===== src/rtl/trap_redirect_pkg.sv =====
package trap_redirect_pkg;
    localparam int XLEN = 32;
    localparam int IDXW = $clog2(XLEN);
    localparam logic [1:0] PRIV_U = 2'd0;
    localparam logic [1:0] PRIV_S = 2'd1;
    localparam logic [1:0] PRIV_M = 2'd3;
    localparam int BP_CODE = 3;
    localparam logic [2:0] DCAUSE_SWBP = 3'd1;

    typedef enum logic [1:0] {
        TGT_S         = 2'd0,
        TGT_M         = 2'd1,
        TGT_DBG_ENTER = 2'd2,
        TGT_DBG_STAY  = 2'd3
    } tgt_e;

    typedef struct packed {
        logic            valid;
        tgt_e            tgt;
        logic [XLEN-1:0] pc;
        logic [1:0]      priv;
        logic [XLEN-1:0] mcause;
        logic [XLEN-1:0] mepc;
        logic [XLEN-1:0] mtval;
        logic [XLEN-1:0] scause;
        logic [XLEN-1:0] sepc;
        logic [XLEN-1:0] stval;
        logic [XLEN-1:0] dpc;
        logic [1:0]      dprv;
        logic [2:0]      dcause;
        logic            sie;
        logic            spie;
        logic            spp;
        logic            mie;
        logic            mpie;
        logic [1:0]      mpp;
    } redir_state_t;
endpackage


===== src/rtl/trap_route.sv =====
module trap_route
    import trap_redirect_pkg::*;
(
    input  logic [XLEN-1:0] cause_i,
    input  logic [1:0]      priv_i,
    input  logic            dbg_mode_i,
    input  logic [2:0]      ebreak_en_i,
    input  logic [XLEN-1:0] irq_deleg_i,
    input  logic [XLEN-1:0] exc_deleg_i,
    output tgt_e            tgt_o,
    output logic            is_irq_o,
    output logic            is_bp_o,
    output logic [XLEN-2:0] idx_o
);
    logic            bp_en;
    logic [XLEN-1:0] mask;
    logic            low_priv;
    logic            in_range;
    logic            deleg_hit;

    always_comb begin
        is_irq_o = cause_i[XLEN-1];
        idx_o    = cause_i[XLEN-2:0];
        is_bp_o  = !is_irq_o && (idx_o == (XLEN-1)'(BP_CODE));
        case (priv_i)
            PRIV_M:  bp_en = ebreak_en_i[2];
            PRIV_S:  bp_en = ebreak_en_i[1];
            PRIV_U:  bp_en = ebreak_en_i[0];
            default: bp_en = 1'b0;
        endcase
        mask      = is_irq_o ? irq_deleg_i : exc_deleg_i;
        low_priv  = (priv_i == PRIV_U) || (priv_i == PRIV_S);
        in_range  = (idx_o[XLEN-2:IDXW] == '0);
        deleg_hit = mask[idx_o[IDXW-1:0]];

        if (dbg_mode_i)
            tgt_o = TGT_DBG_STAY;
        else if (is_bp_o && bp_en)
            tgt_o = TGT_DBG_ENTER;
        else if (low_priv && in_range && deleg_hit)
            tgt_o = TGT_S;
        else
            tgt_o = TGT_M;
    end
endmodule


===== src/rtl/trap_target_pc.sv =====
module trap_target_pc
    import trap_redirect_pkg::*;
#(
    parameter logic [XLEN-1:0] DBG_ENTRY_ADDR = 32'h0000_0800,
    parameter logic [XLEN-1:0] DBG_EXC_ADDR   = 32'h0000_0808
) (
    input  tgt_e            tgt_i,
    input  logic            is_irq_i,
    input  logic            is_bp_i,
    input  logic [XLEN-2:0] idx_i,
    input  logic [XLEN-1:0] stvec_i,
    input  logic [XLEN-1:0] mtvec_i,
    output logic [XLEN-1:0] pc_o
);
    logic [XLEN-1:0] m_base;
    logic [XLEN-1:0] m_off;

    always_comb begin
        m_base = {mtvec_i[XLEN-1:1], 1'b0};
        m_off  = (mtvec_i[0] && is_irq_i) ? (XLEN'(idx_i) << 2) : '0;
        case (tgt_i)
            TGT_S:         pc_o = stvec_i;
            TGT_M:         pc_o = m_base + m_off;
            TGT_DBG_ENTER: pc_o = DBG_ENTRY_ADDR;
            default:       pc_o = is_bp_i ? DBG_ENTRY_ADDR : DBG_EXC_ADDR;
        endcase
    end
endmodule


===== src/rtl/trap_redirect.sv =====
module trap_redirect
    import trap_redirect_pkg::*;
#(
    parameter logic [31:0] DBG_ENTRY_ADDR = 32'h0000_0800,
    parameter logic [31:0] DBG_EXC_ADDR   = 32'h0000_0808,
    parameter logic [31:0] RESET_ADDR     = 32'h0000_1000
) (
    input  logic        clk,
    input  logic        rst_n,
    input  logic        trap_valid_i,
    input  logic [31:0] cause_i,
    input  logic [31:0] epc_i,
    input  logic [31:0] tval_i,
    input  logic [1:0]  cur_priv_i,
    input  logic        dbg_mode_i,
    input  logic [2:0]  ebreak_en_i,
    input  logic [31:0] irq_deleg_i,
    input  logic [31:0] exc_deleg_i,
    input  logic [31:0] stvec_i,
    input  logic [31:0] mtvec_i,
    input  logic        sie_i,
    input  logic        mie_i,
    output logic        redirect_valid_o,
    output logic [1:0]  target_o,
    output logic [31:0] pc_o,
    output logic [1:0]  priv_o,
    output logic [31:0] mcause_o,
    output logic [31:0] mepc_o,
    output logic [31:0] mtval_o,
    output logic [31:0] scause_o,
    output logic [31:0] sepc_o,
    output logic [31:0] stval_o,
    output logic [31:0] dpc_o,
    output logic [1:0]  dprv_o,
    output logic [2:0]  dcause_o,
    output logic        sie_o,
    output logic        spie_o,
    output logic        spp_o,
    output logic        mie_o,
    output logic        mpie_o,
    output logic [1:0]  mpp_o
);
    tgt_e            route;
    logic            is_irq;
    logic            is_bp;
    logic [XLEN-2:0] idx;
    logic [XLEN-1:0] new_pc;
    redir_state_t    st_d, st_q;

    trap_route u_route (
        .cause_i     (cause_i),
        .priv_i      (cur_priv_i),
        .dbg_mode_i  (dbg_mode_i),
        .ebreak_en_i (ebreak_en_i),
        .irq_deleg_i (irq_deleg_i),
        .exc_deleg_i (exc_deleg_i),
        .tgt_o       (route),
        .is_irq_o    (is_irq),
        .is_bp_o     (is_bp),
        .idx_o       (idx)
    );

    trap_target_pc #(
        .DBG_ENTRY_ADDR (DBG_ENTRY_ADDR),
        .DBG_EXC_ADDR   (DBG_EXC_ADDR)
    ) u_pc (
        .tgt_i    (route),
        .is_irq_i (is_irq),
        .is_bp_i  (is_bp),
        .idx_i    (idx),
        .stvec_i  (stvec_i),
        .mtvec_i  (mtvec_i),
        .pc_o     (new_pc)
    );

    always_comb begin
        st_d       = st_q;
        st_d.valid = 1'b0;
        if (trap_valid_i) begin
            st_d.valid = 1'b1;
            st_d.tgt   = route;
            st_d.pc    = new_pc;
            case (route)
                TGT_S: begin
                    st_d.priv   = PRIV_S;
                    st_d.scause = cause_i;
                    st_d.sepc   = epc_i;
                    st_d.stval  = tval_i;
                    st_d.spie   = sie_i;
                    st_d.spp    = cur_priv_i[0];
                    st_d.sie    = 1'b0;
                end
                TGT_M: begin
                    st_d.priv   = PRIV_M;
                    st_d.mcause = cause_i;
                    st_d.mepc   = epc_i;
                    st_d.mtval  = tval_i;
                    st_d.mpie   = mie_i;
                    st_d.mpp    = cur_priv_i;
                    st_d.mie    = 1'b0;
                end
                TGT_DBG_ENTER: begin
                    st_d.priv   = PRIV_M;
                    st_d.dcause = DCAUSE_SWBP;
                    st_d.dprv   = cur_priv_i;
                    st_d.dpc    = epc_i;
                end
                default: ;
            endcase
        end
    end

    always_ff @(posedge clk or negedge rst_n) begin
        if (!rst_n) begin
            st_q      <= '0;
            st_q.pc   <= RESET_ADDR;
            st_q.priv <= PRIV_M;
        end else begin
            st_q <= st_d;
        end
    end

    assign redirect_valid_o = st_q.valid;
    assign target_o         = st_q.tgt;
    assign pc_o             = st_q.pc;
    assign priv_o           = st_q.priv;
    assign mcause_o         = st_q.mcause;
    assign mepc_o           = st_q.mepc;
    assign mtval_o          = st_q.mtval;
    assign scause_o         = st_q.scause;
    assign sepc_o           = st_q.sepc;
    assign stval_o          = st_q.stval;
    assign dpc_o            = st_q.dpc;
    assign dprv_o           = st_q.dprv;
    assign dcause_o         = st_q.dcause;
    assign sie_o            = st_q.sie;
    assign spie_o           = st_q.spie;
    assign spp_o            = st_q.spp;
    assign mie_o            = st_q.mie;
    assign mpie_o           = st_q.mpie;
    assign mpp_o            = st_q.mpp;

    AST_NESTED_HOLD: assert property (@(posedge clk) disable iff (!rst_n)
        (trap_valid_i && dbg_mode_i) |=> ($stable(mcause_o) && $stable(scause_o)
            && $stable(dpc_o) && $stable(priv_o) && $stable(mie_o) && $stable(sie_o)));
    AST_DBG_ENTER_M: assert property (@(posedge clk) disable iff (!rst_n)
        (redirect_valid_o && target_o == TGT_DBG_ENTER) |-> (priv_o == PRIV_M && pc_o == DBG_ENTRY_ADDR));
    AST_NO_S_FROM_M: assert property (@(posedge clk) disable iff (!rst_n)
        (trap_valid_i && !dbg_mode_i && cur_priv_i == PRIV_M) |=> (priv_o == PRIV_M));
    AST_S_ENTRY_SIE: assert property (@(posedge clk) disable iff (!rst_n)
        (redirect_valid_o && target_o == TGT_S) |-> (!sie_o && priv_o == PRIV_S));
    AST_M_ENTRY_MIE: assert property (@(posedge clk) disable iff (!rst_n)
        (redirect_valid_o && target_o == TGT_M) |-> (!mie_o && priv_o == PRIV_M));
    AST_VALID_PULSE: assert property (@(posedge clk) disable iff (!rst_n)
        redirect_valid_o |-> $past(trap_valid_i));
endmodule


===== config.mk =====
export PLATFORM = sky130hd
export DESIGN_NAME = trap_redirect
export DESIGN_NICKNAME = d
export VERILOG_FILES = /design/src/rtl/trap_redirect_pkg.sv /design/src/rtl/trap_route.sv /design/src/rtl/trap_target_pc.sv /design/src/rtl/trap_redirect.sv
export SDC_FILE = /design/constraint.sdc
export NUM_CORES = 1
export LEC_CHECK = 0
export BUFFER_PORTS_ARGS = -buffer_cell sky130_fd_sc_hd__buf_2
export CAP_MARGIN = 20
export CORE_AREA = 2 2 200 202
export CTS_BUF_LIST = sky130_fd_sc_hd__clkbuf_8 sky130_fd_sc_hd__clkbuf_16
export DETAILED_ROUTE_END_ITERATION = 16
export DIE_AREA = 0 0 202 204
export PLACE_DENSITY = 0.67
export SLEW_MARGIN = 20
export SYNTH_ARGS = -nofsm -noshare
export SYNTH_HDL_FRONTEND = slang
export SYNTH_SLANG_ARGS = --single-unit

===== constraint.sdc =====
create_clock -name clk -period 0.8 [get_ports clk]
set_input_delay 0.08 -clock clk [delete_from_list [all_inputs] [get_ports clk]]
set_output_delay 0.08 -clock clk [all_outputs]
set_load 0.05 [all_outputs]

==> flow_metrics.py, run 1 <==
metrics = {
    "synthesis": {
        "mean_instance_size_in_the_synthesized_netlist_um2": 11.2,
        "synth-warning-count": 0,
        "number_of_library_cell_types_mapped_by_synthesis": 61,
        "syn_area_um2": 13000,
        "post_synth_edffs": 0,
        "number_of_instances_in_the_synthesized_netlist": 1162,
        "synth.top_cells.by_area": "dfrtp_1, nand2_1, mux2_4",
        "ys_ff_latch": 268,
        "yosysTopAreaCell": "dfrtp_1",
        "synth.yosys.seq_area_share_pct": 51.7,
        "ys_async_sr_fraction_pct": 100,
        "synth_flop_cell": "dfrtp_1",
        "synthDominantCellAreaShare_pct": 51.3,
    },
    "grt": {
        "gr-usage-all-layers_pct": 22.6,
        "antenna_found_initial": 2,
        "grt_first_pass_wirelength_um": 72700,
        "grt_max_degree": 37,
        "vias_in_the_first_global_route": 12900,
        "grt_overflow": 0,
    },
    "sta": {
        "timing.final.crit_share_pct": 273,
        "tns_ns": -445.63,
        "minimum_hold_slack_ns": -0.0565,
        "grt_setup_unrepaired": "yes",
        "clock-skew-final_ns": 0,
        "setup_ws_ns": -1.38,
        "finalHoldViolations": 1,
        "timing.final.max_slew_violations": 0,
        "finalSetupViolCount": 535,
        "max_freq_ghz": 0.459,
        "timing.final.crit_period_ns": 2.18,
    },
    "clock_network": {
        "cts_root_buf": "clkbuf_16",
        "cts.htree.levels": 1,
        "cts_inserted_buffers": 29,
        "clockBufferDepth": 3,
        "cts_sinks": 268,
        "clkLatencyLatePin_ns": 0.56,
        "clk_pin_slew_ns": 0.06,
        "tritoncts": "built",
    },
    "placed_design": {
        "finalWeightedCongestion": 0.900,
        "postPlaceCellArea_um2": 17300,
        "place.detailed.instances": 2277,
        "post-dp-hpwl_um": 33700,
        "pre_cts_ws_ns": -2.19,
        "io_buffer_count": 502,
    },
    "status": {
        "failing_checks": "hold timing, setup timing",
        "status": "finished with violations",
    },
    "power": {
        "leakagePower_nw": 11.5,
        "power_density_nw_per_um2": 1780,
        "vdd_drop_max_v": 0.00140,
    },
    "floorplanning": {
        "fp.dieH_um": 204,
        "rows": 73,
        "floorplan.io_pins": 508,
        "die_width_um": 202,
        "floorplan.die_area_um2": 41200,
        "core_area_um2": 39200,
        "floorplan.initialDensity_pct": 33.1,
    },
    "setup_path": {
        "path_max_fanout": 5,
        "cp.arrival_ns": 2.64,
        "critical_path.startpoint_type": "primary input",
        "criticalPathCategory": "primary input to register",
        "critical_path_required_ns": 1.26,
        "cell_repeated_most_along_the_worst_path": "nand4_1",
        "timing.critical_path.cells": "buf_12 -> buf_16 -> and3_4 -> ha_4 -> inv_2 -> fa_2 -> nand2b_4 -> a21oi_2 -> o41a_1 -> nand4_1 -> nand4_1 -> a311oi_2 -> o31ai_2 -> a221o_1",
        "crit_path_top_delay_cell": "o41a_1",
        "critical-path-max-stage-delay_ns": 0.42,
        "cp-end-kind": "register",
    },
    "routing": {
        "route.detailed.wl_per_inst_um": 20.1,
        "remaining_drc_errors": 0,
        "vias_per_cell": 4.96,
        "drt_iter0_drc": 685,
        "route.antenna.remaining_nets": 0,
        "drt_pre_antenna_iters": 5,
        "totalWireLength_um": 50300,
        "route.vias.total": 12500,
    },
    "final_layout": {
        "final_core_area_utilization_pct": 54.5,
        "design.final.nets": 2226,
        "final_cell_count_no_fill": 2508,
        "final_cell_area_um2": 21400,
        "most-common-layout-cells": "buf_2, dfrtp_1, nand2_1",
        "multi_input_comb_area_um2": 6790,
        "ff_latch_area_um2": 6710,
        "layout_cells_sized_above_1_pct": 53.7,
        "fillCellCount": 3186,
        "layout.cells.most_common": "buf_2",
        "layout-area-overhead-vs-synth_pct": 64.7,
    },
    "job": {
        "max-cap-violations": 0,
    },
    "hold_path": {
        "min_path_type": "primary input to register",
    },
}
[critical path, delay by kind of cell]
family	cells	cell delay, ns
AO/OA/AOI/OAI	5	1.30
adder cells (fa/ha/maj)	2	0.35
AND/OR/NAND/NOR	4	0.61
buffers and inverters	3	0.29
[what timing repair did]
item,in CTS,in global routing
pin swaps,15,160
endpoints found under the setup margin,535,535
hold buffers,136,1
hold endpoints to repair,505,2
gates resized for setup,50,260
gates cloned,11,7
setup buffers,17,14
[routing by layer]
metal	track usage, %	up-vias	routed length, um
met3	3.99	146	3300
met5	0	-	0
met1	26.8	6103	19500
met2	39.9	609	25100
met4	10.6	0	2400
li1	-	5593	-
[state kept, by name (all words and copies together), names as in the netlist, 2 cells and up]
| name | flops |
|---|---|
| mtval_o | 32 |
| pc_o | 32 |
| mepc_o | 32 |
| stval_o | 32 |
| target_o | 2 |
| scause_o | 32 |
| dpc_o | 32 |
| mcause_o | 32 |
| dprv_o | 2 |
| mpp_o | 2 |
| sepc_o | 32 |
[kinds of logic after synthesis]
kind of cell    Yosys count  share of synthesized area, %
simple gates            468                          16.0
flops                   268                          51.7
compound gates          147                          7.58
mux                     141                          15.7
buf+inv                  84                          4.53
fa+ha+maj                30                          2.95
xor+xnor                 22                          1.49
other cells               2                        0.0579
[worst paths after layout]
path	startpoint	end	slack [ns]	cells after the start
worst max-delay path	cause_i[31]	pc_o[28]	-1.38	14
worst min-delay path	mtvec_i[2]	pc_o[2]	-0.06	4
worst max register to register	pc_o[20]	pc_o[20]	-0.08	1
worst min register to register	mtval_o[5]	mtval_o[5]	0.46	2
max in group asynchronous	rst_n	mepc_o[9]	0.26	3
min in group asynchronous	rst_n	scause_o[12]	0.08	3
[metrics by stage]
stage | total power [W] | hold slack (ns)
floorplan | 0.0201 | -0.216
global placement | 0.0233 | 0.0563
detailed placement | 0.0234 | 0.0560
CTS | 0.0372 | -0.0660
global route | 0.0394 | -0.0476
finish | 0.0379 | -0.0565
[synthesized netlist by cell type, types with 3 or more instances]
| master | instances |
|---|---|
| nor4_1 | 9 |
| nor2_1 | 28 |
| o21a_1 | 3 |
| clkbuf_1 | 32 |
| nor3_1 | 10 |
| and3_1 | 36 |
| dfrtp_1 | 266 |
| mux4_1 | 6 |
| a211oi_1 | 5 |
| a21o_1 | 17 |
| a221o_1 | 7 |
| mux2i_1 | 18 |
| nand4_1 | 5 |
| buf_4 | 8 |
| o2bb2ai_1 | 19 |
| o21bai_1 | 3 |
| inv_1 | 12 |
| ha_1 | 29 |
| buf_6 | 11 |
| a31oi_1 | 5 |
| a21oi_1 | 44 |
| buf_12 | 9 |
| mux4_2 | 10 |
| nor2b_1 | 33 |
| mux2_2 | 37 |
| xnor2_1 | 9 |
| nand2_1 | 317 |
| mux2_4 | 70 |
| nand3_1 | 12 |
| nand2b_1 | 5 |
| buf_2 | 10 |
| o211ai_1 | 5 |
| o21ai_0 | 26 |
| xor2_1 | 13 |
[area by class of cell]
cell class / count / share of cell area (%)
inverters: 12 / 0.211
repair buffers: 837 / 29.2
diodes: 2 / 0.0234
clock inverters: 16 / 0.481
well taps: 525 / 3.08
clock buffers: 35 / 3.79
flip-flops and latches: 268 / 31.4
multi-input cells: 813 / 31.8
[where the power goes]
| group | total, W | internal (W) | switching (W) |
|---|---|---|---|
| Sequential | 0.0151 | 0.0144 | 0.000683 |
| Combinational | 0.00997 | 0.00368 | 0.00628 |
| Clock | 0.0129 | 0.00718 | 0.00574 |
No activity file was read; power rests on OpenSTA's default activity.
==> inputs of run 2 (changes only) <==
- CTS_BUF_LIST: sky130_fd_sc_hd__clkbuf_8 sky130_fd_sc_hd__clkbuf_16 -> default
==> run 2 against run 1 <==
Net effect:
- the run still ends with hold timing, setup timing left
- largest cell class unchanged
- wire length is essentially flat
- clock power hardly changed
- power up 0.13%
- sequential cell count stayed put
- cell count is the same
- non-clock buffer count unchanged
==> flow_metrics.py, run 2 (synthesis results as in run 1) <==
metrics = {
    "setup_path": {
        "critical_path.startpoint_type": "primary input",
        "worst_path_dominant_cell_family": "compound AO/OA/AOI/OAI gates",
        "r2r_slack_ns": -0.08,
        "timing.reg2reg.worst_path_depth": 1,
        "timing.rr.start": "pc_o[20]",
        "cp_num_buf_inv": 3,
        "timing.critical_path.cells": "buf_12 -> buf_16 -> and3_4 -> ha_4 -> inv_2 -> fa_2 -> nand2b_4 -> a21oi_2 -> o41a_1 -> nand4_1 -> nand4_1 -> a311oi_2 -> o31ai_2 -> a221o_1",
        "path_max_fanout": 5,
        "critical-path-max-stage-delay_ns": 0.42,
        "cp.arrival_ns": 2.63,
        "critical_path_required_ns": 1.26,
        "criticalPathCategory": "primary input to register",
        "cell_repeated_most_along_the_worst_path": "nand4_1",
        "crit_path_top_delay_cell": "o41a_1",
        "worst_r2r_endpoint": "pc_o[20]",
        "cp-end-kind": "register",
    },
    "power": {
        "netSwitchingFraction_pct": 33.4,
        "power_density_nw_per_um2": 1780,
        "power_frac_comb_pct": 26.2,
        "design_power_total_w": 0.0380,
        "sequentialPowerShare_pct": 39.6,
        "vdd_drop_max_v": 0.00140,
        "netSwitchingPower_w": 0.0127,
        "leakagePower_nw": 11.4,
        "power.share.clock_pct": 34.1,
        "p_int_w": 0.0253,
    },
    "clock_network": {
        "clockBufferDepth": 3,
        "tritoncts": "built",
        "cts_sinks": 268,
        "cts_inserted_buffers": 29,
        "clkLatencyLatePin_ns": 0.56,
        "cts.htree.levels": 1,
        "clk_pin_slew_ns": 0.06,
        "cts_root_buf": "clkbuf_16",
    },
    "routing": {
        "totalWireLength_um": 50300,
        "remaining_drc_errors": 0,
        "route.detailed.wl_per_inst_um": 20.1,
        "route.antenna.remaining_nets": 0,
        "drt_pre_antenna_iters": 5,
        "vias_per_cell": 4.95,
        "route.vias.total": 12400,
        "drt_iter0_drc": 637,
    },
    "grt": {
        "grt_max_degree": 37,
        "grt.met1_usage_pct": 26.8,
        "gr-usage-all-layers_pct": 22.6,
        "grt_most_used_layer": "met2",
        "vias_in_the_first_global_route": 12900,
        "grt_overflow": 0,
        "antenna_found_initial": 2,
        "grt_first_pass_wirelength_um": 72700,
        "grt_use_met3_pct": 3.99,
        "grt_util_met2_pct": 39.9,
    },
    "final_layout": {
        "design.final.nets": 2226,
        "final_cell_count_no_fill": 2508,
        "layout_cells_sized_above_1_pct": 53.7,
        "final_cell_area_um2": 21400,
        "layout.cells.most_common": "buf_2",
        "most-common-layout-cells": "buf_2, dfrtp_1, nand2_1",
        "layout-area-overhead-vs-synth_pct": 64.7,
        "multi_input_comb_area_um2": 6790,
        "ff_latch_area_um2": 6710,
        "fillCellCount": 3186,
    },
    "sta": {
        "finalSetupViolCount": 535,
        "timing.final.max_slew_violations": 0,
        "tns_ns": -445.78,
        "minimum_hold_slack_ns": -0.0555,
        "setup_ws_ns": -1.37,
        "timing.final.crit_share_pct": 272,
        "max_freq_ghz": 0.460,
        "clock-skew-final_ns": 0,
        "grt_setup_unrepaired": "yes",
        "finalHoldViolations": 1,
        "timing.final.crit_period_ns": 2.17,
    },
    "hold_path": {
        "whs_endpoint": "pc_o[2]",
        "hold_start": "mtvec_i[2]",
        "worst_hold_path.num_cells": 4,
        "min_path_type": "primary input to register",
    },
    "placed_design": {
        "pre_cts_ws_ns": -2.19,
        "finalWeightedCongestion": 0.900,
        "place.detailed.instances": 2277,
        "post-dp-hpwl_um": 33700,
        "postPlaceCellArea_um2": 17300,
        "io_buffer_count": 502,
    },
    "floorplanning": {
        "fp.dieH_um": 204,
        "floorplan.die_area_um2": 41200,
        "rows": 73,
        "floorplan.initialDensity_pct": 33.1,
        "floorplan.io_pins": 508,
        "die_width_um": 202,
        "core_area_um2": 39200,
    },
    "job": {
        "max-cap-violations": 0,
    },
    "status": {
        "status": "finished with violations",
        "failing_checks": "hold timing, setup timing",
    },
}
-- run 2: area by class of cell --
type                    instances  area share, %
multi-input cells             813           31.8
flip-flops and latches        268           31.4
well taps                     525           3.08
inverters                      12          0.211
clock buffers                  40           3.87
clock inverters                11          0.393
diodes                          2         0.0234
repair buffers                837           29.2
-- run 2: worst max-delay path by stage --
stage                             end        start  slack, ns  cells past startpoint
after floorplan              pc_o[20]  cause_i[31]      -1.85                     16
after global routing      stval_o[25]  cause_i[31]      -1.45                     12
final                        pc_o[28]  cause_i[31]      -1.37                     14
after global placement     stval_o[9]   cause_i[9]      -2.11                      9
after CTS                  sepc_o[19]  cause_i[31]      -1.34                     13
after detailed placement  stval_o[12]   cause_i[9]      -2.19                      9
-- run 2: repair_timing --
item	in CTS	in global routing
pin swaps	15	160
hold buffers	136	1
setup endpoints to repair	535	535
resized for setup	50	260
setup buffers	17	14
gates cloned	11	7
hold endpoints to repair	505	2
-- run 2: power by group through the flow --
stage / Clock (W) / Sequential, W / Combinational (W)
2_1_floorplan: 0 / 0.0179 / 0.00222
3_3_place_gp: 0 / 0.0150 / 0.00823
3_5_place_dp: 0 / 0.0151 / 0.00833
4_1_cts: 0.0133 / 0.0148 / 0.00917
5_1_grt: 0.0138 / 0.0151 / 0.0105
6_report: 0.0130 / 0.0151 / 0.00997
-- run 2: per-stage QoR --
| step | hold WS [ns] | utilization [%] |
|---|---|---|
| after detailed placement | 0.0560 | 44.2 |
| final | -0.0555 | 54.5 |
| after global routing | -0.0476 | 54.5 |
| after CTS | -0.0660 | 51.7 |
| after floorplan | -0.216 | - |
| after global placement | 0.0563 | 44.2 |
-- run 2: worst min-delay path, delay by kind of cell --
kind	cells	cell delay [ns]
adder cells (fa/ha/maj)	1	0.12
AO/OA/AOI/OAI	1	0.12
buffers and inverters	1	0.11
multiplexers	1	0.05
-- run 2: routing by layer --
metal  share of wire (%)  vias to the layer above
met5                   0                        -
met4                 4.7                        0
met3                 6.4                      141
met2                  50                      600
met1                  39                     6077
li1                    -                     5594
==> inputs of run 3 (changes only) <==
==> constraint.sdc (replaced) <==
create_clock -name clk -period 0.8 [get_ports clk]
set_input_delay 0.04 -clock clk [delete_from_list [all_inputs] [get_ports clk]]
set_output_delay 0.04 -clock clk [all_outputs]
set_load 0.05 [all_outputs]
==> run 3 against run 2 <==
Net effect:
- the run still ends with hold timing, setup timing left
- critical endpoint is now mtval_o[21]
- utilization up 3.0 points
- die area unchanged
- register-to-register slack about the same
- fmax up 3.4%
- worst hold slack worse by 0.044 ns
- power up 4.1%
- via count up 3.5%
- sequential cell count unchanged
- design area up 5.6%
- count of clock-buffer cells in the layout down 2
- non-clock buffer count up 28
==> flow_metrics.py, run 3 (synthesis results as in run 1) <==
metrics = {
    "routing": {
        "drt_pre_antenna_iters": 5,
        "route.detailed.wl_per_inst_um": 21.7,
        "remaining_drc_errors": 0,
        "drt_iter0_drc": 609,
        "route.vias.total": 12800,
        "vias_per_cell": 5.06,
        "route.antenna.remaining_nets": 0,
        "totalWireLength_um": 54900,
    },
    "clock_network": {
        "clockBufferDepth": 3,
        "cts_root_buf": "clkbuf_16",
        "clk_pin_slew_ns": 0.06,
        "cts_sinks": 268,
        "tritoncts": "built",
        "cts.htree.levels": 1,
        "clkLatencyLatePin_ns": 0.57,
        "cts_inserted_buffers": 29,
    },
    "final_layout": {
        "multi_input_comb_area_um2": 7180,
        "design.final.nets": 2254,
        "layout-area-overhead-vs-synth_pct": 73.8,
        "final_core_area_utilization_pct": 57.5,
        "layout_cells_sized_above_1_pct": 58.1,
        "fillCellCount": 3032,
        "final_cell_count_no_fill": 2537,
        "ff_latch_area_um2": 6710,
        "most-common-layout-cells": "buf_2, dfrtp_1, nand2_1",
        "layout.cells.most_common": "buf_2",
    },
    "setup_path": {
        "criticalPathCategory": "primary input to register",
        "cp.arrival_ns": 2.61,
        "timing.critical_path.cells": "buf_2 -> nor4_4 -> nand4_1 -> buf_6 -> nor4_4 -> nand3_1 -> or4_4 -> buf_6 -> nand2b_4 -> buf_12 -> buf_12 -> buf_8 -> buf_12 -> nand2_4 -> nand2_2",
        "critical_path_required_ns": 1.31,
        "r2r_slack_ns": -0.09,
        "timing.reg2reg.worst_path_depth": 2,
        "timing.rr.start": "pc_o[27]",
        "worst_r2r_endpoint": "pc_o[27]",
        "path_max_fanout": 7,
        "worst_path_dominant_cell_family": "simple AND/OR/NAND/NOR gates",
        "path_depth": 15,
        "cp_num_buf_inv": 7,
        "critical-path-max-stage-delay_ns": 0.63,
        "cell_repeated_most_along_the_worst_path": "buf_12",
        "crit_path_top_delay_cell": "or4_4",
        "critical_path.startpoint_type": "primary input",
        "cp-end-kind": "register",
    },
    "sta": {
        "setup_ws_ns": -1.30,
        "finalHoldViolations": 1,
        "grt_setup_unrepaired": "yes",
        "timing.final.max_slew_violations": 0,
        "minimum_hold_slack_ns": -0.0995,
        "timing.final.crit_period_ns": 2.10,
        "timing.final.crit_share_pct": 263,
        "clock-skew-final_ns": 0,
        "tns_ns": -422.55,
        "finalSetupViolCount": 541,
        "max_freq_ghz": 0.476,
    },
    "floorplanning": {
        "floorplan.die_area_um2": 41200,
        "core_area_um2": 39200,
        "die_width_um": 202,
        "floorplan.initialDensity_pct": 33.1,
        "fp.dieH_um": 204,
        "rows": 73,
        "floorplan.io_pins": 508,
    },
    "grt": {
        "antenna_found_initial": 3,
        "grt_max_degree": 45,
        "vias_in_the_first_global_route": 13300,
        "gr-usage-all-layers_pct": 24.0,
        "grt_overflow": 0,
        "grt_first_pass_wirelength_um": 76600,
    },
    "hold_path": {
        "whs_endpoint": "pc_o[2]",
        "worst_hold_path.num_cells": 4,
        "hold_start": "mtvec_i[2]",
        "min_path_type": "primary input to register",
    },
    "placed_design": {
        "pre_cts_ws_ns": -2.17,
        "io_buffer_count": 502,
        "finalWeightedCongestion": 0.926,
        "place.detailed.instances": 2274,
        "post-dp-hpwl_um": 33200,
    },
    "job": {
        "max-cap-violations": 0,
    },
    "power": {
        "leakagePower_nw": 11.9,
        "vdd_drop_max_v": 0.00118,
        "design_power_total_w": 0.0396,
        "power_density_nw_per_um2": 1750,
    },
    "status": {
        "failing_checks": "hold timing, setup timing",
        "status": "finished with violations",
    },
}
## run 3: cell count changes in the layout (fill, tap and decap cells not counted), moves of 6 or more
cell | before | now
nand2_1 | 201 | 143
nand2_2 | 66 | 106
nand2_4 | 50 | 67
buf_16 | 8 | 22
nor2b_1 | 30 | 21
buf_12 | 35 | 42
nor2b_4 | 3 | 10
and3_1 | 32 | 26
and3_4 | 4 | 10
clkbuf_16 | 35 | 41
## run 3: final cells by class
type | count | area share [%]
Sequential cell | 268 | 29.8
Inverter | 12 | 0.200
Multi-Input combinational cell | 813 | 31.9
Clock buffer | 38 | 3.64
Clock inverter | 14 | 0.672
Tap cell | 525 | 2.91
Antenna cell | 2 | 0.0222
Timing Repair Buffer | 865 | 30.9
## run 3: worst max-delay path by stage
stage | start | to | slack [ns]
2_1_floorplan | cause_i[31] | pc_o[20] | -1.81
3_3_place_gp | cause_i[23] | mtval_o[20] | -2.14
3_5_place_dp | cause_i[9] | mtval_o[7] | -2.17
4_1_cts | cause_i[9] | mepc_o[15] | -1.29
5_1_grt | cause_i[31] | pc_o[28] | -1.42
6_report | cause_i[10] | mtval_o[21] | -1.30
## run 3: metal layers
metal / vias to the layer above / routed length, um / global-route usage (%) / part of all wire [%]
met5: - / 0 / 0 / 0
met4: 0 / 3400 / 12.8 / 6.2
met3: 190 / 4270 / 5.29 / 7.8
met2: 661 / 27000 / 41.7 / 49
met1: 6324 / 20300 / 27.8 / 37
li1: 5673 / - / - / -
## run 3: power breakdown
| part | switching (W) | internal (W) |
|---|---|---|
| Clock | 0.00593 | 0.00789 |
| Sequential | 0.000697 | 0.0144 |
| Combinational | 0.00662 | 0.00404 |
| Total | 0.0133 | 0.0263 |
## run 3: per-stage QoR
stage          hold slack (ns)  cell area (um^2)
6_report               -0.0995             22500
5_1_grt                -0.0819             22500
4_1_cts                 -0.344             21100
3_5_place_dp           -0.0889             17200
3_3_place_gp           -0.0901             17200
2_1_floorplan           -0.256             13300
## run 3: tightest hold or removal path, cell delays in order
cell	delay, ns
buf_2	0.11
ha_4	0.12
mux2i_1	0.05
o2bb2ai_1	0.12
## run 3: repair_timing
action | CTS | global route
hold buffers | 138 | 1
endpoints found under the setup margin | 535 | 541
gates cloned | 23 | 12
gates resized for setup | 151 | 289
endpoints found under the hold margin | 509 | 2
pin swaps | 76 | 166
buffers inserted | 33 | 11
